### src/rtl/uart_irq_pkg.sv
`timescale 1ns/1ps
package uart_irq_pkg;

  typedef enum logic [3:0] {
    IID_MSR  = 4'h0,
    IID_NONE = 4'h1,
    IID_THRE = 4'h2,
    IID_RXD  = 4'h4,
    IID_LSR  = 4'h6,
    IID_TMO  = 4'hC
  } iid_code_e;

  // Source slots, index 0 is the most urgent.
  localparam int NUM_SRC = 5;
  localparam int SRC_LSR = 0;
  localparam int SRC_TMO = 1;
  localparam int SRC_RXD = 2;
  localparam int SRC_THR = 3;
  localparam int SRC_MSR = 4;

  // Enable register bit positions.
  localparam int EN_RXD = 0;
  localparam int EN_THR = 1;
  localparam int EN_LSR = 2;
  localparam int EN_MSR = 3;
  localparam int EN_W   = 4;

  function automatic iid_code_e slot_code(input int idx);
    case (idx)
      SRC_LSR: return IID_LSR;
      SRC_TMO: return IID_TMO;
      SRC_RXD: return IID_RXD;
      SRC_THR: return IID_THRE;
      default: return IID_MSR;
    endcase
  endfunction

endpackage

### src/rtl/uart_irq_thre_track.sv
`timescale 1ns/1ps
module uart_irq_thre_track
  import uart_irq_pkg::*;
(
  input  logic            clk,
  input  logic            rst_n,
  input  logic            ien_wr,
  input  logic [EN_W-1:0] ien_wdata,
  input  logic            thr_empty,
  input  logic            thr_wr,
  input  logic            tx_fifo_rst,
  input  logic            iid_rd,
  input  logic            thre_reported,
  output logic [EN_W-1:0] ien_q,
  output logic            thre_pend
);

  logic thr_en_toggle;
  logic pend_nxt;

  assign thr_en_toggle = ien_wr && (ien_wdata[EN_THR] != ien_q[EN_THR]);

  always_comb begin
    pend_nxt = thre_pend;
    if (thr_wr)
      pend_nxt = 1'b0;
    else if (tx_fifo_rst)
      pend_nxt = 1'b1;
    else if (thr_en_toggle)
      pend_nxt = ien_wdata[EN_THR] && thr_empty;
    else if (iid_rd && thre_reported)
      pend_nxt = 1'b0;
  end

  always_ff @(posedge clk or negedge rst_n) begin
    if (!rst_n) begin
      ien_q     <= '0;
      thre_pend <= 1'b0;
    end else begin
      if (ien_wr)
        ien_q <= ien_wdata;
      thre_pend <= pend_nxt;
    end
  end

endmodule

### src/rtl/uart_irq_src.sv
`timescale 1ns/1ps
module uart_irq_src
  import uart_irq_pkg::*;
#(
  parameter int LVL_W = 5
) (
  input  logic               [EN_W-1:0] ien_q,
  input  logic                          fifo_en,
  input  logic                    [3:0] lsr_err,
  input  logic                          data_ready,
  input  logic              [LVL_W-1:0] rx_level,
  input  logic              [LVL_W-1:0] rx_trig,
  input  logic                          tmo_pend,
  input  logic                          thre_pend,
  input  logic                    [3:0] msr_delta,
  output logic            [NUM_SRC-1:0] req
);

  logic rx_level_met;

  assign rx_level_met = !fifo_en || (rx_level >= rx_trig);

  assign req[SRC_LSR] = ien_q[EN_LSR] && (|lsr_err);
  assign req[SRC_TMO] = ien_q[EN_RXD] && tmo_pend;
  assign req[SRC_RXD] = ien_q[EN_RXD] && data_ready && rx_level_met;
  assign req[SRC_THR] = ien_q[EN_THR] && thre_pend;
  assign req[SRC_MSR] = ien_q[EN_MSR] && (|msr_delta);

endmodule

### src/rtl/uart_irq_prio.sv
`timescale 1ns/1ps
module uart_irq_prio
  import uart_irq_pkg::*;
(
  input  logic [NUM_SRC-1:0] req,
  output iid_code_e          code
);

  logic [NUM_SRC-1:0] higher;
  logic [NUM_SRC-1:0] grant;

  assign higher[0] = 1'b0;

  genvar g;
  generate
    for (g = 0; g < NUM_SRC; g++) begin : g_slot
      if (g > 0) begin : g_chain
        assign higher[g] = higher[g-1] | req[g-1];
      end
      assign grant[g] = req[g] & ~higher[g];
    end
  endgenerate

  always_comb begin
    code = IID_NONE;
    for (int i = 0; i < NUM_SRC; i++) begin
      if (grant[i])
        code = slot_code(i);
    end
  end

endmodule

### src/rtl/uart_irq_ident.sv
`timescale 1ns/1ps
module uart_irq_ident
  import uart_irq_pkg::*;
#(
  parameter  int FIFO_DEPTH = 16,
  localparam int LVL_W      = $clog2(FIFO_DEPTH + 1)
) (
  input  logic             clk,
  input  logic             rst_n,
  input  logic             ien_wr,
  input  logic [7:0]       ien_wdata,
  input  logic             fifo_en,
  input  logic [3:0]       lsr_err,
  input  logic             data_ready,
  input  logic [LVL_W-1:0] rx_level,
  input  logic [LVL_W-1:0] rx_trig,
  input  logic             tmo_pend,
  input  logic [3:0]       msr_delta,
  input  logic             thr_empty,
  input  logic             thr_wr,
  input  logic             iid_rd,
  input  logic             tx_fifo_rst,
  output logic [3:0]       ien_q,
  output logic [7:0]       iid_byte,
  output logic             irq
);

  logic [NUM_SRC-1:0] req;
  logic               thre_pend;
  iid_code_e          code;

  uart_irq_thre_track u_track (
    .clk           (clk),
    .rst_n         (rst_n),
    .ien_wr        (ien_wr),
    .ien_wdata     (ien_wdata[EN_W-1:0]),
    .thr_empty     (thr_empty),
    .thr_wr        (thr_wr),
    .tx_fifo_rst   (tx_fifo_rst),
    .iid_rd        (iid_rd),
    .thre_reported (code == IID_THRE),
    .ien_q         (ien_q),
    .thre_pend     (thre_pend)
  );

  uart_irq_src #(.LVL_W(LVL_W)) u_src (
    .ien_q      (ien_q),
    .fifo_en    (fifo_en),
    .lsr_err    (lsr_err),
    .data_ready (data_ready),
    .rx_level   (rx_level),
    .rx_trig    (rx_trig),
    .tmo_pend   (tmo_pend),
    .thre_pend  (thre_pend),
    .msr_delta  (msr_delta),
    .req        (req)
  );

  uart_irq_prio u_prio (
    .req  (req),
    .code (code)
  );

  assign iid_byte = {fifo_en, fifo_en, 2'b00, code};
  assign irq      = |req;

endmodule

### config.mk
export PLATFORM = sky130hd
export DESIGN_NAME = uart_irq_ident
export DESIGN_NICKNAME = d
export VERILOG_FILES = /design/src/rtl/uart_irq_pkg.sv /design/src/rtl/uart_irq_thre_track.sv /design/src/rtl/uart_irq_src.sv /design/src/rtl/uart_irq_prio.sv /design/src/rtl/uart_irq_ident.sv
export SDC_FILE = /design/constraint.sdc
export NUM_CORES = 1
export LEC_CHECK = 0
export BUFFER_PORTS_ARGS = -buffer_cell sky130_fd_sc_hd__buf_2
export CAP_MARGIN = 20
export CORE_MARGIN = 1.5
export CORE_UTILIZATION = 34
export DETAILED_ROUTE_END_ITERATION = 10
export PLACE_DENSITY = 0.78
export SLEW_MARGIN = 20
export SYNTH_ARGS = -nofsm -noshare
export SYNTH_HDL_FRONTEND = slang
export SYNTH_SLANG_ARGS = --single-unit
### constraint.sdc
create_clock -name clk -period 2.3 [get_ports clk]
set_input_delay 0.46 -clock clk [delete_from_list [all_inputs] [get_ports clk]]
set_output_delay 0.46 -clock clk [all_outputs]
set_load 0.1 [all_outputs]
==> results of run 1 <==
[layer usage]
layer / wire [um] / global-route usage / up-vias
li1: - / - / 270
met1: 477 / 0.234 / 248
met2: 682 / 0.281 / 17
met3: 65 / 0.0326 / 0
met4: 0 / 0.100 / 0
met5: 0 / 0 / -
[critical path, stage by stage]
cell      delay (ns)
buf_6           0.10
ha_4            0.22
nand2b_4        0.12
a21o_1          0.15
a21oi_2         0.17
o211ai_4        0.10
buf_6           0.14
a221oi_4        0.23
buf_12          0.21
[what timing repair did]
action	CTS	global route
pin swaps	1	1
endpoints found under the setup margin	3	4
gates resized for setup	8	2
hold buffers	0	0
cloned	0	0
buffers inserted	0	0
[area by class of cell]
class | instances | share of cell area
Inverter | 7 | 0.0348
Tap cell | 15 | 0.0209
Timing Repair Buffer | 47 | 0.377
Sequential cell | 5 | 0.140
Clock buffer | 4 | 0.0292
Multi-Input combinational cell | 35 | 0.398
[how the worst min path moves through the flow]
stage / endpoint / startpoint / slack, ns
finish: u_track.ien_q[2] / rst_n / 0.02
global route: u_track.ien_q[2] / rst_n / 0.02
CTS: u_track.ien_q[2] / rst_n / 0.01
detailed placement: u_track.thre_pend / rst_n / 0.28
global placement: u_track.ien_q[1] / rst_n / 0.28
floorplan: u_track.ien_q[0] / rst_n / 0.16
[layout by cell type (no fill, tap or decap), types with 3 or more instances in the layout]
cell type	n
buf_12	5
buf_2	35
buf_4	4
buf_6	3
clkbuf_4	3
dfrtp_1	4
ha_1	4
inv_1	6
mux2_2	4
nand2_1	5
[kinds of logic (layout without fill, tap and decap cells)]
kind of cell               count (synthesis)  after routing  share of synthesized area
AOI/OAI and AO/OA                         13             13                      0.268
xor gates and xnor gates                   1              1                     0.0180
adders and majority gates                  5              5                      0.129
buffers and inverters                     12             58                      0.124
DFF                                        5              5                      0.258
muxes                                      4              4                     0.0928
other                                      1              2                    0.00772
and+or+nand+nor                           10             10                      0.103
[state kept, by name (all words and copies together) (netlist names)]
signal / count
u_track.ien_q: 4
u_track.thre_pend: 1
[power by group through the flow]
stage / registers, mW / clock network (mW) / logic, mW
after floorplan: 0.161 / 0 / 0.171
after global placement: 0.113 / 0 / 0.311
after detailed placement: 0.113 / 0 / 0.315
after CTS: 0.112 / 0.110 / 0.327
after global routing: 0.114 / 0.114 / 0.343
final: 0.112 / 0.103 / 0.326
[cells in the mapped netlist]
cell and instances:
inv_1 7, dfrtp_1 5, ha_1 5, nand2_1 5, buf_4 4, mux2_2 4
o21ai_0 2, a211oi_1 1, a21o_1 1, a21oi_1 1, a21oi_2 1, a221o_1 1
a221oi_1 1, a31oi_1 1, a41oi_1 1, and3_2 1, clkbuf_1 1, conb_1 1
nand2b_1 1, nand4_1 1, nor2_1 1, o211ai_4 1, o31a_1 1, o41ai_4 1
or4_1 1, xor2_1 1
[per-stage QoR]
step	cell area [um^2]	TNS, ns	util	power (mW)	hold slack, ns
after floorplan	546	-1.22	-	0.332	0.164
final	900	-0.0825	0.683	0.541	0.0210
after detailed placement	838	-0.268	0.636	0.428	0.279
after global routing	900	-0.276	0.683	0.571	0.0167
after CTS	896	-0.131	0.680	0.549	0.0112
after global placement	838	-0.241	0.636	0.424	0.279
==> metrics.csv, run 1 <==
metric;value;unit
fin_nets;140;
syn_inst;51;
die_w;40.8;um
cts_sinks;5;
final_cells;113;
num_antenna_cells;0;
clkTransAtPathRegs;0.05;ns
crit_start;rx_trig[0];
grt_max_degree;8;
area.growth.synth_to_final;85.3;%
wl_per_cell;10.8;um
fp.dieH;40.8;um
core-area;1320;um^2
portBuffers;42;
period_needed;2.38;ns
leakage;0.464;nW
clk_path_buf_depth;2;
swShare;0.488;
r2r-start;u_track.ien_q[0];
pwr-share-comb;0.602;
grtUsageTotal;0.181;
synth_area_per_cell;9.52;um^2
place_inst;109;
die_area;1660;um^2
cts_root_buffer;clkbuf_4;
place_ws;-0.133;ns
setup_viol_count_final;2;
detailed_place_hpwl;1.04;mm
rsz0062_at_grt;yes;
synth_area;485;um^2
cts_max_level;1;
ys_seq_elements;5;
required;1.84;ns
yosysSeqAreaShare;0.258;
grt.overflow.total;0;
fin_skew;0.00290;ns
seqCellArea;126;um^2
vias_per_cell;4.73;
fill_cells;113;
violations;negative setup slack;
critical_path_peak_fanout;3;
num_rows;13;
synth_top_area_frac;0.258;
grt_pass1_wl;1.99;mm
synth_cell_types;26;
clk_latency;0.24;ns
critPathKind;input pin to primary output;
drc;0;
power_frac_seq;0.208;
cts_buffers;3;
vias;535;
max-vdd-ir-drop;333;uV
finalHoldViolations;0;
drv_cap;0;
yosysTopAreaCell;dfrtp_1;
switchingPower;264;uW
dr.first_iter.drc_count;2;
drive_gt1_frac;0.673;
start_kind;input pin;
intPower;277;uW
start_util;0.368;
final.period_utilization;1.03;
worstSetupEndpointType;primary output;
io_pins;49;
tritoncts;yes;
critPathArrivalTime;1.92;ns
gp_routability_congestion;0.543;
status;finished with violations;
antenna_found_initial;0;
ant_nets;0;
yosys_warnings;0;
reg2regPathDepth;7;
timing.fmax;421;MHz
dr.pass1.iters;2;
critPathCapture;iid_byte[0];
routed_wl;1.22;mm
r2r_slack;0.80;ns
reg2reg_to;u_track.thre_pend;
maxSlewViolCount;0;
hold_path_class;input pin to asynchronous set/reset pin;
clkPwrFrac;0.190;
timing.final.ws_setup;-0.0777;ns
grt_pass1_vias;527;
multiInputGateArea;358;um^2
synth_area_leaders;dfrtp_1 (26%), ha_1 (13%), mux2_2 (9.3%), buf_4 (6.2%), o41ai_4 (5.7%);
powerDensity;601;nW/um^2
Note: power is estimated with default switching activity, not from simulation.
==> run 2, diff against run 1 <==
--- a/config.mk
+++ b/config.mk
@@ -6,7 +6,6 @@
 export NUM_CORES = 1
 export LEC_CHECK = 0
 export BUFFER_PORTS_ARGS = -buffer_cell sky130_fd_sc_hd__buf_2
-export CAP_MARGIN = 20
 export CORE_MARGIN = 1.5
 export CORE_UTILIZATION = 34
 export DETAILED_ROUTE_END_ITERATION = 10
==> constraint.sdc (replaced) <==
create_clock -name clk -period 2.2 [get_ports clk]
set_input_delay 0.44 -clock clk [delete_from_list [all_inputs] [get_ports clk]]
set_output_delay 0.44 -clock clk [all_outputs]
set_load 0.1 [all_outputs]
==> run 2 against run 1 <==
  * The flow still finishes with violations (negative setup slack)
  * Routed wire length up 8.0%
  * Critical path depth unchanged
  * Final area rose by 2.4%
  * Register-to-register slack got worse by 0.22 ns
  * Setup slack got worse by 0.065 ns
  * Largest cell class is now non-clock buffers
==> metrics.csv, run 2 (synthesis gave the netlist of run 1 again) <==
metric;value;unit
place_inst;109;
routed_wl;1.32;mm
grt.overflow.total;0;
cts_max_level;1;
critPathKind;input pin to primary output;
place_ws;-0.193;ns
crit_start;rx_trig[0];
r2r-start;u_track.ien_q[0];
powerDensity;624;nW/um^2
critPathCapture;iid_byte[0];
fin_skew;0.00285;ns
hold_ws;0.428;ns
fin_nets;142;
leakage;0.474;nW
num_rows;13;
num_antenna_cells;0;
gp_routability_congestion;0.543;
top_regs;u_track.ien_q (4), u_track.thre_pend (1);
wl_per_cell;11.5;um
area.growth.synth_to_final;89.7;%
timing.final.ws_setup;-0.142;ns
io_pins;49;
vias_per_cell;4.80;
dr.pass1.iters;4;
required;1.76;ns
fin_area;921;um^2
power_frac_seq;0.205;
final_cells;115;
largest_reg_flops;4;
clkTransAtPathRegs;0.05;ns
die_w;40.8;um
rsz0062_at_grt;yes;
timing.fmax;427;MHz
vias;552;
layout_common_cells;buf_2 (35), inv_1 (6), nand2_1 (5), buf_12 (5);
p_total;574;uW
drc;0;
fin_util;0.699;
start_kind;input pin;
grt_pass1_wl;2.04;mm
max-vdd-ir-drop;386;uV
cts_root_buffer;clkbuf_4;
drive_gt1_frac;0.670;
critical_path_peak_fanout;3;
grt_max_degree;8;
reg2regPathDepth;8;
intPower;295;uW
grt_pass1_vias;542;
tritoncts;yes;
clkPwrFrac;0.187;
dpl_cell_area;838;um^2
antenna_found_initial;0;
clk_path_buf_depth;2;
die_area;1660;um^2
switchingPower;279;uW
clk_latency;0.24;ns
dr.first_iter.drc_count;2;
ant_nets;0;
r2r_slack;0.58;ns
setup_viol_count_final;4;
finalHoldViolations;0;
start_util;0.368;
violations;negative setup slack;
drv_cap;0;
critPathArrivalTime;1.90;ns
cts_sinks;5;
pwr-share-comb;0.608;
fp.dieH;40.8;um
detailed_place_hpwl;1.04;mm
core-area;1320;um^2
reg2reg_to;u_track.thre_pend;
period_needed;2.34;ns
regMostFlops;u_track.ien_q;
final_common_cell;buf_2;
worstSetupEndpointType;primary output;
maxSlewViolCount;0;
cts_buffers;3;
hold_path_class;input pin to flop;
grtUsageTotal;0.187;
portBuffers;42;
swShare;0.486;
final.period_utilization;1.06;
status;finished with violations;
fin_tns_setup;-0.341;ns
==> run 2: worst min path at each step <==
stage                        end  slack, ns    startpoint  cells after the start
6_report        u_track.ien_q[2]       0.43  ien_wdata[2]                      2
5_1_grt         u_track.ien_q[2]       0.42  ien_wdata[2]                      2
4_1_cts         u_track.ien_q[0]       0.42  ien_wdata[0]                      2
3_5_place_dp   u_track.thre_pend       0.26         rst_n                      1
3_3_place_gp    u_track.ien_q[1]       0.26         rst_n                      1
2_1_floorplan   u_track.ien_q[0]       0.14         rst_n                      0
==> run 2: critical path, cell delays in order <==
cell	delay [ns]
buf_6	0.10
ha_4	0.22
nand2b_4	0.12
a21o_1	0.15
a21oi_2	0.18
o211ai_4	0.10
buf_6	0.14
a221oi_4	0.23
buf_12	0.21
==> run 2: area by class of cell <==
cell class	instances	area, um^2
Tap cell	15	18.8
Multi-Input combinational cell	35	358
Sequential cell	5	126
Timing Repair Buffer	49	360
Fill cell	110	397
Clock buffer	4	26.3
Inverter	7	31.3
==> run 2: power groups by stage <==
stage | clock [mW] | sequential [mW] | combinational [mW]
after detailed placement | 0 | 0.119 | 0.329
after global routing | 0.119 | 0.119 | 0.367
final | 0.107 | 0.118 | 0.349
after floorplan | 0 | 0.169 | 0.178
after CTS | 0.115 | 0.117 | 0.343
after global placement | 0 | 0.118 | 0.325
==> run 2: layer usage <==
metal,up-vias,GRT usage,wire (um)
li1,276,-,-
met5,-,0,0
met2,22,0.289,757
met1,254,0.237,492
met4,0,0.117,0
met3,0,0.0326,73
==> run 2: repair_timing <==
item,in CTS,in global routing
hold endpoints to repair,5,0
hold buffers,1,0
resized for setup,8,3
pin swaps,1,1
setup buffers,1,1
setup endpoints to repair,4,4
